**src/rtl/loader_pkg.sv**
```systemverilog
package loader_pkg;
  typedef struct packed {
    logic shiftEn;
    logic gsCopy;
    logic dcCopy;
    logic statusLoad;
    logic longChain;
  } ctlStrobes_t;

  typedef enum logic [1:0] {
    SEQ_IDLE     = 2'd0,
    SEQ_AFTER_DC = 2'd1,
    SEQ_ARMED    = 2'd2
  } seqState_t;
endpackage

```
**src/rtl/loader_ctrl.sv**
```systemverilog
module loader_ctrl
  import loader_pkg::*;
(
  input  logic        clk,
  input  logic        rstN,
  input  logic        sclkIn,
  input  logic        latchIn,
  input  logic        modeIn,
  output ctlStrobes_t strobes
);
  logic      sclkQ, latchQ;
  seqState_t state, stateNext;
  logic      sclkRise, latchFall, gsPath, normalGs, deferFire;

  assign sclkRise  = sclkIn & ~sclkQ;
  assign latchFall = ~latchIn & latchQ;
  assign gsPath    = ~modeIn;
  assign normalGs  = (state == SEQ_IDLE);
  // Deferred grayscale update completes on the first shift edge after arming
  assign deferFire = (state == SEQ_ARMED) & sclkRise & gsPath;

  always_comb begin
    stateNext = state;
    unique case (state)
      SEQ_IDLE:     if (latchFall && modeIn) stateNext = SEQ_AFTER_DC;
      SEQ_AFTER_DC: if (latchFall && gsPath) stateNext = SEQ_ARMED;
      SEQ_ARMED: begin
        if (deferFire)                stateNext = SEQ_IDLE;
        else if (latchFall && modeIn) stateNext = SEQ_AFTER_DC;
      end
      default:                        stateNext = SEQ_IDLE;
    endcase
  end

  always_ff @(posedge clk) begin
    if (!rstN) begin
      sclkQ  <= 1'b0;
      latchQ <= 1'b0;
      state  <= SEQ_IDLE;
    end else begin
      sclkQ  <= sclkIn;
      latchQ <= latchIn;
      state  <= stateNext;
    end
  end

  always_comb begin
    strobes.shiftEn    = sclkRise & ~deferFire;
    strobes.gsCopy     = (latchIn & gsPath & normalGs) | deferFire;
    strobes.dcCopy     = latchIn & modeIn;
    strobes.statusLoad = (latchFall & gsPath & normalGs) | deferFire;
    strobes.longChain  = gsPath;
  end
endmodule

```
**src/rtl/loader_datapath.sv**
```systemverilog
module loader_datapath
  import loader_pkg::*;
#(
  parameter int CH   = 16,
  parameter int GS_W = 12,
  parameter int DC_W = 6
) (
  input  logic               clk,
  input  logic               rstN,
  input  logic               sdataIn,
  input  ctlStrobes_t        strobes,
  input  logic [CH-1:0]      openFlags,
  input  logic               thermalFlag,
  output logic               sdataOut,
  output logic [CH*GS_W-1:0] gsReg,
  output logic [CH*DC_W-1:0] dcReg
);
  localparam int GS_LEN = CH * GS_W;
  localparam int DC_LEN = CH * DC_W;
  localparam int DC_POS = ((CH + 1 + 7) / 8) * 8;

  logic [GS_LEN-1:0] chain;
  logic [GS_LEN-1:0] statusWord;

  always_comb begin
    statusWord                  = '0;
    statusWord[CH-1:0]          = openFlags;
    statusWord[CH]              = thermalFlag;
    statusWord[DC_POS +: DC_LEN] = dcReg;
  end

  always_ff @(posedge clk) begin
    if (!rstN) begin
      chain <= '0;
      gsReg <= '0;
      dcReg <= '0;
    end else begin
      if (strobes.statusLoad)   chain <= statusWord;
      else if (strobes.shiftEn) chain <= {chain[GS_LEN-2:0], sdataIn};
      if (strobes.gsCopy) gsReg <= chain;
      if (strobes.dcCopy) dcReg <= chain[DC_LEN-1:0];
    end
  end

  assign sdataOut = strobes.longChain ? chain[GS_LEN-1] : chain[DC_LEN-1];
endmodule

```
**src/rtl/dual_chain_loader.sv**
```systemverilog
module dual_chain_loader
  import loader_pkg::*;
#(
  parameter int CH   = 16,
  parameter int GS_W = 12,
  parameter int DC_W = 6
) (
  input  logic               clk,
  input  logic               rstN,
  input  logic               sclkIn,
  input  logic               sdataIn,
  input  logic               latchIn,
  input  logic               modeIn,
  input  logic [CH-1:0]      openFlags,
  input  logic               thermalFlag,
  output logic               sdataOut,
  output logic [CH*GS_W-1:0] gsReg,
  output logic [CH*DC_W-1:0] dcReg
);
  ctlStrobes_t strobes;

  loader_ctrl u_ctrl (
    .clk(clk), .rstN(rstN), .sclkIn(sclkIn), .latchIn(latchIn),
    .modeIn(modeIn), .strobes(strobes)
  );

  loader_datapath #(.CH(CH), .GS_W(GS_W), .DC_W(DC_W)) u_dp (
    .clk(clk), .rstN(rstN), .sdataIn(sdataIn), .strobes(strobes),
    .openFlags(openFlags), .thermalFlag(thermalFlag),
    .sdataOut(sdataOut), .gsReg(gsReg), .dcReg(dcReg)
  );
endmodule

```
**config.mk**
```make
export PLATFORM = sky130hd
export DESIGN_NAME = dual_chain_loader
export DESIGN_NICKNAME = d
export VERILOG_FILES = /design/src/rtl/loader_pkg.sv /design/src/rtl/loader_ctrl.sv /design/src/rtl/loader_datapath.sv /design/src/rtl/dual_chain_loader.sv
export SDC_FILE = /design/constraint.sdc
export NUM_CORES = 1
export LEC_CHECK = 0
export BUFFER_PORTS_ARGS = -buffer_cell sky130_fd_sc_hd__buf_2
export CORE_MARGIN = 4
export CORE_UTILIZATION = 57
export CTS_CLUSTER_SIZE = 24
export DETAILED_ROUTE_END_ITERATION = 10
export GPL_ROUTABILITY_DRIVEN = 1
export PLACE_DENSITY = 0.91
export SLEW_MARGIN = 0
export SYNTH_ARGS = -nofsm -noshare
export SYNTH_HDL_FRONTEND = slang
export SYNTH_SLANG_ARGS = --single-unit
export TNS_END_PERCENT = 5
```
**constraint.sdc**
```tcl
create_clock -name clk -period 2.6 [get_ports clk]
set_clock_uncertainty 0.15 [all_clocks]
set_input_delay 0.52 -clock clk [delete_from_list [all_inputs] [get_ports clk]]
set_output_delay 0.52 -clock clk [all_outputs]
set_load 0.02 [all_outputs]
```
Yosys cells after proc, flatten, opt, wreduce, memory -nomap -nowiden
Cells that the tools add are included.

cells by class
  equality and inequality tests = 3
  mux-type cells = 7
  bitwise gates (word level) = 17
  reductions and logical operators = 5

operators by type and width
  operator              count
  $mux W120             2
  $and A1 B1 Y1         10
  $mux W2               3
  $pmux W2 S3           1
  $not A1 Y1            5
  $eq A2 B1 Y1 const B  1
  $eq A2 B2 Y1 const B  1
  $logic_and A1 B1 Y1   2
  $logic_not A2 Y1      1
  $ne A2 B1 Y1 const B  1
  $or A1 B1 Y1          2
  $reduce_bool A2 Y1    1
  $reduce_or A2 Y1      1
  $mux W1               1

word-level totals
  bits in registers = 484
  input bits = 23

Depth between registers and ports, before layout
Gate-level depths: netlist of the first run.

  depth in word-level cells = 8
  gate-level depth with buffers = 8
  depth with buffers taken out = 3

Hierarchy
Synthesis of the first run repeated with hierarchy kept, for this count alone.

second synthesis, totals
  cell total of the unflattened synthesis = 1713
  area, all modules = 19427.4 µm²

modules (own cells, without submodules)
  module           times used  cells each  area an instance (µm²)  seq. area each (µm²)
  loader_datapath  1           1688        19207.2                 9609.2
  loader_ctrl      1           25          220.2                   80.1

Worst setup path after synthesis of the first run
Ideal clock, no wire load.

  path kind = input -> register
  start point = input modeIn
  end point = register u_dp.gsReg[111]
  arrival time = 1.842 ns
  required time = 2.378 ns
  setup slack = 0.536 ns
  cell stages on the path = 7
  cells stage by stage = buf_2 -> or2_2 -> buf_2 -> a21oi_1 -> buf_2 -> buf_4 -> mux2i_1

on the way
  word-level cells in the longest chain between the ends = 4
  elaborated cells on any way between the ends = 5
  classes of those cells = bitwise: 5

ends and longest elaborated chain
  element                     RTL line                 source
  start, declared             dual_chain_loader.sv:13  input logic modeIn,
  $not A1 Y1 (*)              loader_ctrl.sv:17        assign gsPath = ~modeIn;
  $and A1 B1 Y1 (2 in a row)  loader_ctrl.sv:49        strobes.gsCopy = (latchIn & gsPath & normalGs) | deferFire;
  $or A1 B1 Y1 (*)            loader_ctrl.sv:49
  end signal, assigned        loader_datapath.sv:40    if (strobes.gsCopy) gsReg <= chain;
  end, declared               loader_datapath.sv:15    output logic [CH*GS_W-1:0] gsReg,

Every way passes the cells marked *; elsewhere a longest branch is shown, timed or not.
A chain may end at the register's enable or synchronous reset.

Worst setup path in the final report of the first run
  start point = register u_ctrl.state[1]
  end point = register u_dp.chain[144]

on the way
  word-level cells in the longest chain between the ends = 5
  elaborated cells on any way between the ends = 9
  classes of those cells = eq/ne: 1; bitwise: 6; reduce/logical: 2

ends and longest elaborated chain
  element                                                             RTL line                              source
  start, declared                                                     loader_ctrl.sv:12                     seqState_t state, stateNext;
  start signal, assigned                                              loader_ctrl.sv:43                     state <= stateNext;
  $eq A2 B2 Y1                                                        loader_ctrl.sv:20                     assign deferFire = (state == SEQ_ARMED) & sclkRise & gsPath;
  $and A1 B1 Y1 (2 in a row)                                          loader_ctrl.sv:20
  $or A1 B1 Y1 or $not A1 Y1 (tied branches)                          loader_ctrl.sv:51, loader_ctrl.sv:48
  $reduce_or A2 Y1 (no source line) or $and A1 B1 Y1 (tied branches)  --
  end signal, assigned                                                loader_datapath.sv:38                 if (strobes.statusLoad) chain <= statusWord;
  end signal, assigned                                                loader_datapath.sv:39                 else if (strobes.shiftEn) chain <= {chain[GS_LEN-2:0], sdataIn};
  end, declared                                                       loader_datapath.sv:22                 logic [GS_LEN-1:0] chain;

Several ways; a longest one is shown, not always the timed one.

==> results of run 1 <==
[cells in the mapped netlist, drive strengths merged, types with 7 or more instances]
master   count  area share (%)
buf         54             1.6
clkbuf     192             3.6
a211oi     167             6.3
mux2i      192             9.6
nor2b       26            0.81
nand2      756              14
o21ai       79             2.0
nand3       79             2.0
a311oi      88             3.8
o21a        25            0.94
inv         27            0.51
a21oi      100             2.5
dfxtp      484              48
o2111ai      7            0.31
a221oi      25             1.1
nand4       19            0.59
o221ai      25             1.1
[cell type report]
class,count,area [µm²]
Fill cell,2652,11200
Inverter,27,109
Multi-Input combinational cell,1606,9250
Timing Repair Buffer,367,2220
Tap cell,455,569
Clock inverter,23,215
Clock buffer,66,1370
Antenna cell,8,20.0
Sequential cell,484,9690
[worst max-delay path, cell delays in order (launching register included)]
cell	delay [ns]
dfxtp_1	0.36
buf_4	0.25
nand3b_1	0.33
buf_4	0.34
a21oi_4	0.16
buf_12	0.29
a211oi_1	0.14
[sequential cells by signal, indices dropped and copies added, names as in the netlist]
signal         cells
u_ctrl.latchQ      1
u_ctrl.sclkQ       1
u_ctrl.state       2
u_dp.chain       192
u_dp.dcReg        96
u_dp.gsReg       192
[final timing paths]
kind                   startpoint               to  slack, ns
setup / recovery  u_ctrl.state[1]  u_dp.chain[144]       0.29
hold reg to reg    u_dp.gsReg[88]   u_dp.gsReg[88]       0.30
hold / removal             sclkIn     u_ctrl.sclkQ        0.1
setup reg to reg  u_ctrl.state[1]  u_dp.chain[144]       0.29
[layer usage]
| layer | global-route usage (%) | part of all wire [%] | up-vias |
|---|---|---|---|
| li1 | - | - | 8584 |
| met1 | 40.7 | 40 | 8907 |
| met5 | 0 | 0.023 | - |
| met2 | 45.8 | 45 | 1120 |
| met3 | 5.99 | 10 | 224 |
| met4 | 14.4 | 5.1 | 4 |
[kinds of logic (layout without fill, tap and decap cells)]
group | Yosys count | after routing | synth area share [%]
buf+inv | 273 | 483 | 5.72
mux | 193 | 193 | 9.65
simple gates | 894 | 894 | 18.1
other cells | 0 | 8 | 0
flops | 484 | 484 | 48.4
compound gates | 519 | 519 | 18.2
[where the power goes]
group          internal (mW)  total [mW]  switching (mW)
combinational          0.294       0.987           0.693
clock                   3.92        6.90            2.97
sequential              7.51        7.62           0.113
total                   11.7        15.5            3.78
[layout by cell type, fill, tap and decap left out, drive strengths merged, types with 8 or more instances in the layout]
| cell type | Yosys | layout |
|---|---|---|
| dfxtp | 484 | 484 |
| buf | 54 | 367 |
| clkbuf | 192 | 66 |
| nand4 | 19 | 19 |
| o21a | 25 | 25 |
| a211oi | 167 | 167 |
| nand3 | 79 | 79 |
| a21oi | 100 | 100 |
| o221ai | 25 | 25 |
| mux2i | 192 | 192 |
| inv | 27 | 30 |
| a221oi | 25 | 25 |
| clkinv | 0 | 16 |
| nor2b | 26 | 26 |
| nand2 | 756 | 756 |
| a311oi | 88 | 88 |
| diode | 0 | 8 |
| o21ai | 79 | 79 |
[stage by stage]
step	total power [mW]	hold WS [ns]	util (%)	cell area (µm²)
after global placement	8.71	0.289	63.1	21800
after global routing	15.9	0.106	67.7	23400
after CTS	15.5	0.0833	67.7	23400
after floorplan	8.44	0.295	-	20000
after detailed placement	8.74	0.293	63.1	21800
final	15.5	0.0955	67.7	23400
==> reports/metrics.cfg, run 1 <==
[run_status]
outcome = finished clean

[grt]
grt.overflow.total = 0
grt_antenna_before_repair = 10
grt.total_usage_pct = 29.9
grt_pass1_vias = 17700
grt_pass1_wl_um = 95900
grt_max_degree = 134

[yosys]
post_synth_inst_count = 2363
yosysUniqueCellTypes = 34
synth_area_um2 = 20000
synth-seq-cells = 484
synth_fp_nets = 2386
ys_seq_area_share_pct = 48.4
synth-edff-count = 0
async_reset_ff_share_pct = 0
synthFlopType = dfxtp_1
syn_avg_cell_area_um2 = 8.47
yosysWarnings = 0

[place]
place_inst = 2939
dp_slack_ns = 0.168
numPortBuffers = 311
dp_hpwl_um = 39300
place_congestion = 0.924

[clock_network]
cts_buffer_depth = 3
post_cts_buffers = 0
h-tree-depth = 2
clk_pin_slew_ns = 0.07
root_buffer = clkbuf_16
postCtsHoldBufs = 0
cts_tree = yes
clkLatencyLatePin_ns = 0.56
cts-buffers-inserted = 48
cts_resized = 0
cts_num_sinks = 484

[floorplanning]
core_um2 = 34600
num_rows = 68
die_area_um2 = 38200
fp.dieH_um = 195
die_w_um = 195
initial_core_util_pct = 57.8
io_pins = 312

[drt]
ant_nets = 0
drtPass1Iterations = 6
drcViolationCount = 0
totalWireLength_um = 60300
vias_per_cell = 6.21
vias = 18800
wl_per_cell_um = 19.9
drt_iter0_drc = 2382

[run]
cap_violations = 0

[layout]
fin_nets = 2557
stdcell_count = 3036
areaGrowthSynthToFinish_pct = 17.1
drive_gt1_share_pct = 18.0

[critical_path]
cp-end-kind = flip-flop
worstPathMaxFanout = 79
ff2ff_path_depth = 6
critPathArrivalTime_ns = 2.56
crit_path_start_kind = flip-flop
critPathKind = flip-flop to flip-flop
critPathRequiredTime_ns = 2.84

[sta]
setup_ws_ns = 0.285
fin_crit_ns = 2.31
worst_pin_slew_ns = 0.750
rsz0062_at_grt = no
slew_viol_final = 0
hold_violations = 0
setup_viol = 0
fin_crit_sh_pct = 89.0
setup-tns-final_ns = 0
clock.fmax_mhz = 432
relSlewSlack_pct = 50.0

[worst_hold_path]
worstHoldPathCells = 2
hold_class = input port to flip-flop

[pwr]
p_per_area_nw_per_um2 = 661
leakagePower_nw = 8.54
vdd_ir_drop_max_uv = 451

Note: power is estimated with default switching activity, not from simulation.
==> run 2, diff against run 1 <==
--- a/config.mk
+++ b/config.mk
@@ -5,13 +5,14 @@
 export SDC_FILE = /design/constraint.sdc
 export NUM_CORES = 1
 export LEC_CHECK = 0
+export ABC_CLOCK_PERIOD_IN_PS = 2600
 export BUFFER_PORTS_ARGS = -buffer_cell sky130_fd_sc_hd__buf_2
 export CORE_MARGIN = 4
 export CORE_UTILIZATION = 57
 export CTS_CLUSTER_SIZE = 24
 export DETAILED_ROUTE_END_ITERATION = 10
 export GPL_ROUTABILITY_DRIVEN = 1
-export PLACE_DENSITY = 0.91
+export PLACE_DENSITY = 0.8
 export SLEW_MARGIN = 0
 export SYNTH_ARGS = -nofsm -noshare
 export SYNTH_HDL_FRONTEND = slang
==> reports/metrics.cfg, run 2 (synthesis results as in run 1) <==
[sta]
clock.fmax_mhz = 434  ; +0.55%
hold_violations = 0  ; unchanged
fin_crit_sh_pct = 88.5  ; -0.49 points
worst_pin_slew_ns = 1.10  ; +0.352 ns
setup-tns-final_ns = 0  ; unchanged
relSlewSlack_pct = 26.6  ; -23 points
fin_crit_ns = 2.30  ; -0.0127 ns
slew_viol_final = 0  ; unchanged
rsz0062_at_grt = no
setup_viol = 0  ; unchanged

[drt]
totalWireLength_um = 60400  ; about the same
drtPass1Iterations = 5  ; -1
drt_iter0_drc = 2131  ; -11%
ant_nets = 0  ; unchanged
vias = 18600  ; -1.0%
wl_per_cell_um = 20.0  ; +0.57%
drcViolationCount = 0  ; unchanged
vias_per_cell = 6.17  ; -0.53%

[clock_network]
root_buffer = clkbuf_16
clkLatencyLatePin_ns = 0.57  ; about the same
clk_pin_slew_ns = 0.06  ; about the same
cts_buffer_depth = 3  ; unchanged
h-tree-depth = 2  ; unchanged
cts_tree = yes
postCtsHoldBufs = 0  ; unchanged
cts-buffers-inserted = 48  ; unchanged
cts_resized = 0  ; unchanged
cts_num_sinks = 484  ; unchanged
post_cts_buffers = 0  ; unchanged

[pwr]
switching_share_pct = 23.6  ; -0.77 points
p_int_mw = 12.0  ; +2.3%
leakagePower_nw = 8.54  ; about the same
clkPwrFrac_pct = 45.1  ; +0.6 points
pwr-share-seq_pct = 48.6  ; -0.5 points
vdd_ir_drop_max_uv = 513  ; +14%
p_per_area_nw_per_um2 = 668  ; +1.0%
total_power_mw = 15.7  ; +1.2%
p_sw_mw = 3.71  ; -2.0%
combPwrFrac_pct = 6.4  ; about the same

[grt]
grt.overflow.total = 0  ; unchanged
grt_pass1_wl_um = 95200  ; -0.70%
grt_antenna_before_repair = 3  ; -7
grt_pass1_vias = 17400  ; -1.9%
grt_max_degree = 141  ; +5.2%
grt.total_usage_pct = 29.8  ; -0.11 points

[critical_path]
r2r-end = u_dp.chain[109]
startpoint = u_ctrl.state[0]
r2r_start = u_ctrl.state[0]
crit_path_start_kind = flip-flop
slowest_stage = a21o_4
critPathMaxStageDelay_ns = 0.74  ; +0.38 ns
r2r_slack_ns = 0.30  ; about the same
path_buf_inv = 0  ; -3
critPathRequiredTime_ns = 2.81  ; -0.03 ns
crit_chain = or2_4 -> a21o_4 -> a311oi_1
critPathArrivalTime_ns = 2.51  ; -0.05 ns
cp.depth = 3  ; -3
cp_top_family = compound AO/OA/AOI/OAI gates
worstPathMaxFanout = 88  ; +11%
critPathKind = flip-flop to flip-flop
ff2ff_path_depth = 3  ; -3
cp-end-kind = flip-flop

[place]
placed_area_um2 = 21900  ; +0.11%
place_congestion = 0.900  ; -2.6%
numPortBuffers = 311  ; unchanged
place_inst = 2933  ; -0.20%
dp_hpwl_um = 38500  ; -2.0%

[floorplanning]
die_area_um2 = 38200  ; unchanged
num_rows = 68  ; unchanged
core_um2 = 34600  ; unchanged
initial_core_util_pct = 57.8  ; unchanged
die_w_um = 195  ; unchanged
fp.dieH_um = 195  ; unchanged
io_pins = 312  ; unchanged

[layout]
fin_nets = 2551  ; -0.23%
largestRegisters = u_dp.chain (192), u_dp.gsReg (192), u_dp.dcReg (96)
stdcell_count = 3021  ; -0.49%
areaGrowthSynthToFinish_pct = 17.3
design_area_um2 = 23500  ; +0.18%
layout_common_cells = 755 x nand2_1, 484 x dfxtp_1, 310 x buf_2
utilization_pct = 67.8  ; +0.12 points
final_common_cell = nand2_1
drive_gt1_share_pct = 17.6  ; -0.40 points

[run_status]
outcome = finished clean

[worst_hold_path]
hp-start = sdataIn
worstHoldPathCells = 3  ; +1
hold_end = u_dp.chain[0]
hold_class = input port to flip-flop

[run]
cap_violations = 0  ; unchanged

## run 2: per-layer routing
metal  track usage [%]  part of all wire [%]  vias up
met4              12.7                   4.6        2
li1                  -                     -     8578
met3              6.37                   9.4      188
met2              45.9                    45      941
met5                 0                 0.022        -
met1              40.9                    41     8938
## run 2: how the worst max path moves through the flow
stage | end | slack, ns
after floorplan | u_dp.gsReg[111] | 0.54
after global placement | u_dp.chain[80] | 0.28
after detailed placement | u_dp.chain[101] | 0.16
after CTS | u_dp.chain[109] | 0.44
after global routing | u_dp.chain[109] | 0.29
final | u_dp.chain[109] | 0.30
## run 2: power groups by stage
stage / registers (mW) / logic [mW] / clock network, mW
5_1_grt: 7.62 / 1.07 / 7.46
3_5_place_dp: 7.78 / 0.979 / 0
2_1_floorplan: 7.77 / 0.670 / 0
3_3_place_gp: 7.78 / 0.958 / 0
4_1_cts: 7.61 / 0.984 / 7.17
6_report: 7.62 / 0.998 / 7.08
## run 2: final cells by class
cell class,count,area (µm²)
multi-input combinational,1606,9260
fill,2734,11100
sequential,484,9690
antenna,2,5.00
timing repair buffer,361,2240
tap,455,569
clock inverter,12,146
clock buffer,74,1470
inverter,27,109
## run 2: metrics by stage
| stage | setup WS (ns) | hold WS, ns |
|---|---|---|
| 6_report | 0.298 | 0.102 |
| 3_5_place_dp | 0.160 | 0.293 |
| 2_1_floorplan | 0.536 | 0.295 |
| 3_3_place_gp | 0.281 | 0.290 |
| 5_1_grt | 0.286 | 0.0913 |
| 4_1_cts | 0.438 | 0.0716 |
## run 2: worst register-to-register path: cells and delay by family, from the launching register on
kind | cells | cell delay (ns)
AOI/OAI and AO/OA | 2 | 1.14
and+or+nand+nor | 1 | 0.31
DFF | 1 | 0.49
==> run 3, diff against run 2 <==
--- a/config.mk
+++ b/config.mk
@@ -5,14 +5,15 @@
 export SDC_FILE = /design/constraint.sdc
 export NUM_CORES = 1
 export LEC_CHECK = 0
+export ABC_AREA = 1
 export ABC_CLOCK_PERIOD_IN_PS = 2600
 export BUFFER_PORTS_ARGS = -buffer_cell sky130_fd_sc_hd__buf_2
 export CORE_MARGIN = 4
-export CORE_UTILIZATION = 57
+export CORE_UTILIZATION = 56
 export CTS_CLUSTER_SIZE = 24
 export DETAILED_ROUTE_END_ITERATION = 10
 export GPL_ROUTABILITY_DRIVEN = 1
-export PLACE_DENSITY = 0.8
+export PLACE_DENSITY = 0.79
 export SLEW_MARGIN = 0
 export SYNTH_ARGS = -nofsm -noshare
 export SYNTH_HDL_FRONTEND = slang
==> reports/metrics.cfg, run 3 <==
[run_status]
outcome = finished clean

[critical_path]
crit_path_start_kind = flip-flop
critPathRequiredTime_ns = 1.93  ; -0.88 ns
worstPathMaxFanout = 5  ; -94%
critPathKind = flip-flop to primary output
critPathArrivalTime_ns = 1.49  ; -1.02 ns
cp-end-kind = primary output

[clock_network]
cts_num_sinks = 484  ; unchanged
cts-buffers-inserted = 47  ; -2.1%
cts_tree = yes
clkLatencyLatePin_ns = 0.55  ; -0.02 ns
cts_resized = 0  ; unchanged
root_buffer = clkbuf_16
h-tree-depth = 2  ; unchanged
postCtsHoldBufs = 0  ; unchanged
cts_buffer_depth = 3  ; unchanged
post_cts_buffers = 0  ; unchanged
clk_pin_slew_ns = 0.07  ; about the same

[sta]
clock.fmax_mhz = 464  ; +6.8%
setup-tns-final_ns = 0  ; unchanged
slew_viol_final = 0  ; unchanged
fin_crit_sh_pct = 82.9  ; -5.7 points
relSlewSlack_pct = 55.9  ; +29 points
hold_violations = 0  ; unchanged
fin_crit_ns = 2.16  ; -0.147 ns
worst_pin_slew_ns = 0.661  ; -0.440 ns
setup_viol = 0  ; unchanged
rsz0062_at_grt = no

[pwr]
total_power_mw = 17.1  ; +9.1%
combPwrFrac_pct = 11.7  ; +5.3 points
pwr-share-seq_pct = 47.4  ; -1.2 points
switching_share_pct = 26.6  ; +2.9 points
leakagePower_nw = 9.83  ; +15%
p_sw_mw = 4.55  ; +23%
clkPwrFrac_pct = 40.9  ; -4.2 points
p_per_area_nw_per_um2 = 777  ; +16%
vdd_ir_drop_max_uv = 521  ; +1.4%
p_int_mw = 12.6  ; +4.9%

[yosys]
ys_seq_area_share_pct = 51.3  ; +2.9 points
yosysUniqueCellTypes = 22  ; -35%
synth-seq-cells = 484  ; unchanged
yosys.cell_count.top_type = nand2_1
synth_area_um2 = 18900  ; -5.6%
synth_largest_area_cell = dfxtp_1
async_reset_ff_share_pct = 0  ; unchanged
syn_avg_cell_area_um2 = 7.46  ; -12%
synth_fp_nets = 2557  ; +7.2%
synthFlopType = dfxtp_1
yosys-top-cells-area = dfxtp_1 51%, nand2_1 10%, a21oi_1 7.7%
post_synth_inst_count = 2534  ; +7.2%
yosysWarnings = 0  ; unchanged
yosys.area.top_type_share_pct = 51.3  ; +2.9 points
synth_top_cells_by_count = 507 x nand2_1, 484 x dfxtp_1, 386 x nor2_1, 290 x a21oi_1, 288 x o21ai_0
synth-edff-count = 0  ; unchanged

[place]
dp_hpwl_um = 34400  ; -11%
place_congestion = 0.895  ; -0.53%
numPortBuffers = 311  ; unchanged
placed_area_um2 = 20400  ; -6.6%

[floorplanning]
core_um2 = 33400  ; -3.4%
initial_core_util_pct = 56.5  ; -1.3 points
die_w_um = 192  ; -1.9%
num_rows = 67  ; -1.5%
fp.dieH_um = 192  ; -1.9%
io_pins = 312  ; unchanged
die_area_um2 = 36800  ; -3.7%

[layout]
num_antenna_cells = 0  ; -2
largestRegisters = u_dp.chain (192), u_dp.gsReg (192), u_dp.dcReg (96)
drive_gt1_share_pct = 16.0  ; -1.6 points
layout_common_cells = 506 x nand2_1, 484 x dfxtp_1, 386 x nor2_1
fin_nets = 2734  ; +7.2%
design_area_um2 = 22000  ; -6.2%
utilization_pct = 65.9  ; -1.9 points
areaGrowthSynthToFinish_pct = 16.6
final_common_cell = nand2_1
fill_cells = 2832  ; +3.6%

[worst_hold_path]
hold_class = input port to flip-flop

[grt]
grt.total_usage_pct = 27.8  ; -2.0 points
grt_antenna_before_repair = 3  ; unchanged
grt_max_degree = 139  ; -1.4%
grt.overflow.total = 0  ; unchanged
grt_pass1_wl_um = 85000  ; -11%
grt_pass1_vias = 16300  ; -6.1%

[drt]
ant_nets = 0  ; unchanged
drcViolationCount = 0  ; unchanged
drtPass1Iterations = 7  ; +2
vias_per_cell = 5.62  ; -8.9%
wl_per_cell_um = 16.8  ; -16%
totalWireLength_um = 53700  ; -11%
vias = 18000  ; -3.6%
drt_iter0_drc = 1565  ; -27%

[run]
cap_violations = 0  ; unchanged

[run 3: path summary, 6_finish.rpt]
kind,from,to,slack [ns],cells past startpoint
setup reg to reg,u_ctrl.state[1],u_dp.gsReg[116],0.59,7
hold / removal,sclkIn,u_ctrl.sclkQ,0.05,3
hold reg to reg,u_dp.dcReg[94],u_dp.dcReg[94],0.32,2
setup / recovery,u_dp.chain[95],sdataOut,0.44,3
[run 3: layer usage]
layer	vias to the layer above	share of wire (%)	track usage, %
met2	811	46	44.3
li1	8634	-	-
met3	106	8.8	5.76
met1	8412	42	38.1
met4	6	3.1	8.95
met5	-	0.087	0
[run 3: layout make-up]
type                    instances  area [µm²]  area share, %
multi-input cells            1709        7660           34.7
inverters                     123         472           2.14
clock inverters                14         158          0.715
flip-flops and latches        484        9690           44.0
repair buffers                346        2050           9.30
well taps                     448         561           2.54
clock buffers                  73        1460           6.61
[run 3: cells by family (layout without fill, tap and decap cells)]
family / Yosys count / in the layout / synth area share, %
and+or+nand+nor: 1131 / 1131 / 25.0
buffers and inverters: 341 / 556 / 8.41
DFF: 484 / 484 / 51.3
AOI/OAI and AO/OA: 578 / 578 / 15.3
[run 3: power groups by stage]
stage / clock network (mW) / logic, mW / registers (mW)
floorplan: 0 / 1.00 / 8.56
global placement: 0 / 1.96 / 8.26
detailed placement: 0 / 1.99 / 8.26
CTS: 7.08 / 2.00 / 8.11
global route: 7.39 / 2.21 / 8.15
finish: 7.01 / 2.00 / 8.12
[run 3: worst max-delay path, cell delays in order, from the launching register on]
cell	delay (ns)
dfxtp_1	0.52
nand2_1	0.10
nand2_1	0.13
buf_2	0.19
[run 3: metrics by stage]
step                      worst slack [ns]  cells  hold slack (ns)
after floorplan                      0.903   2534            0.303
after global placement               0.476   3110            0.307
after detailed placement             0.331   3110            0.311
after CTS                            0.415   3197           0.0273
after global routing                 0.367   3197           0.0645
final                                0.445   3197           0.0549
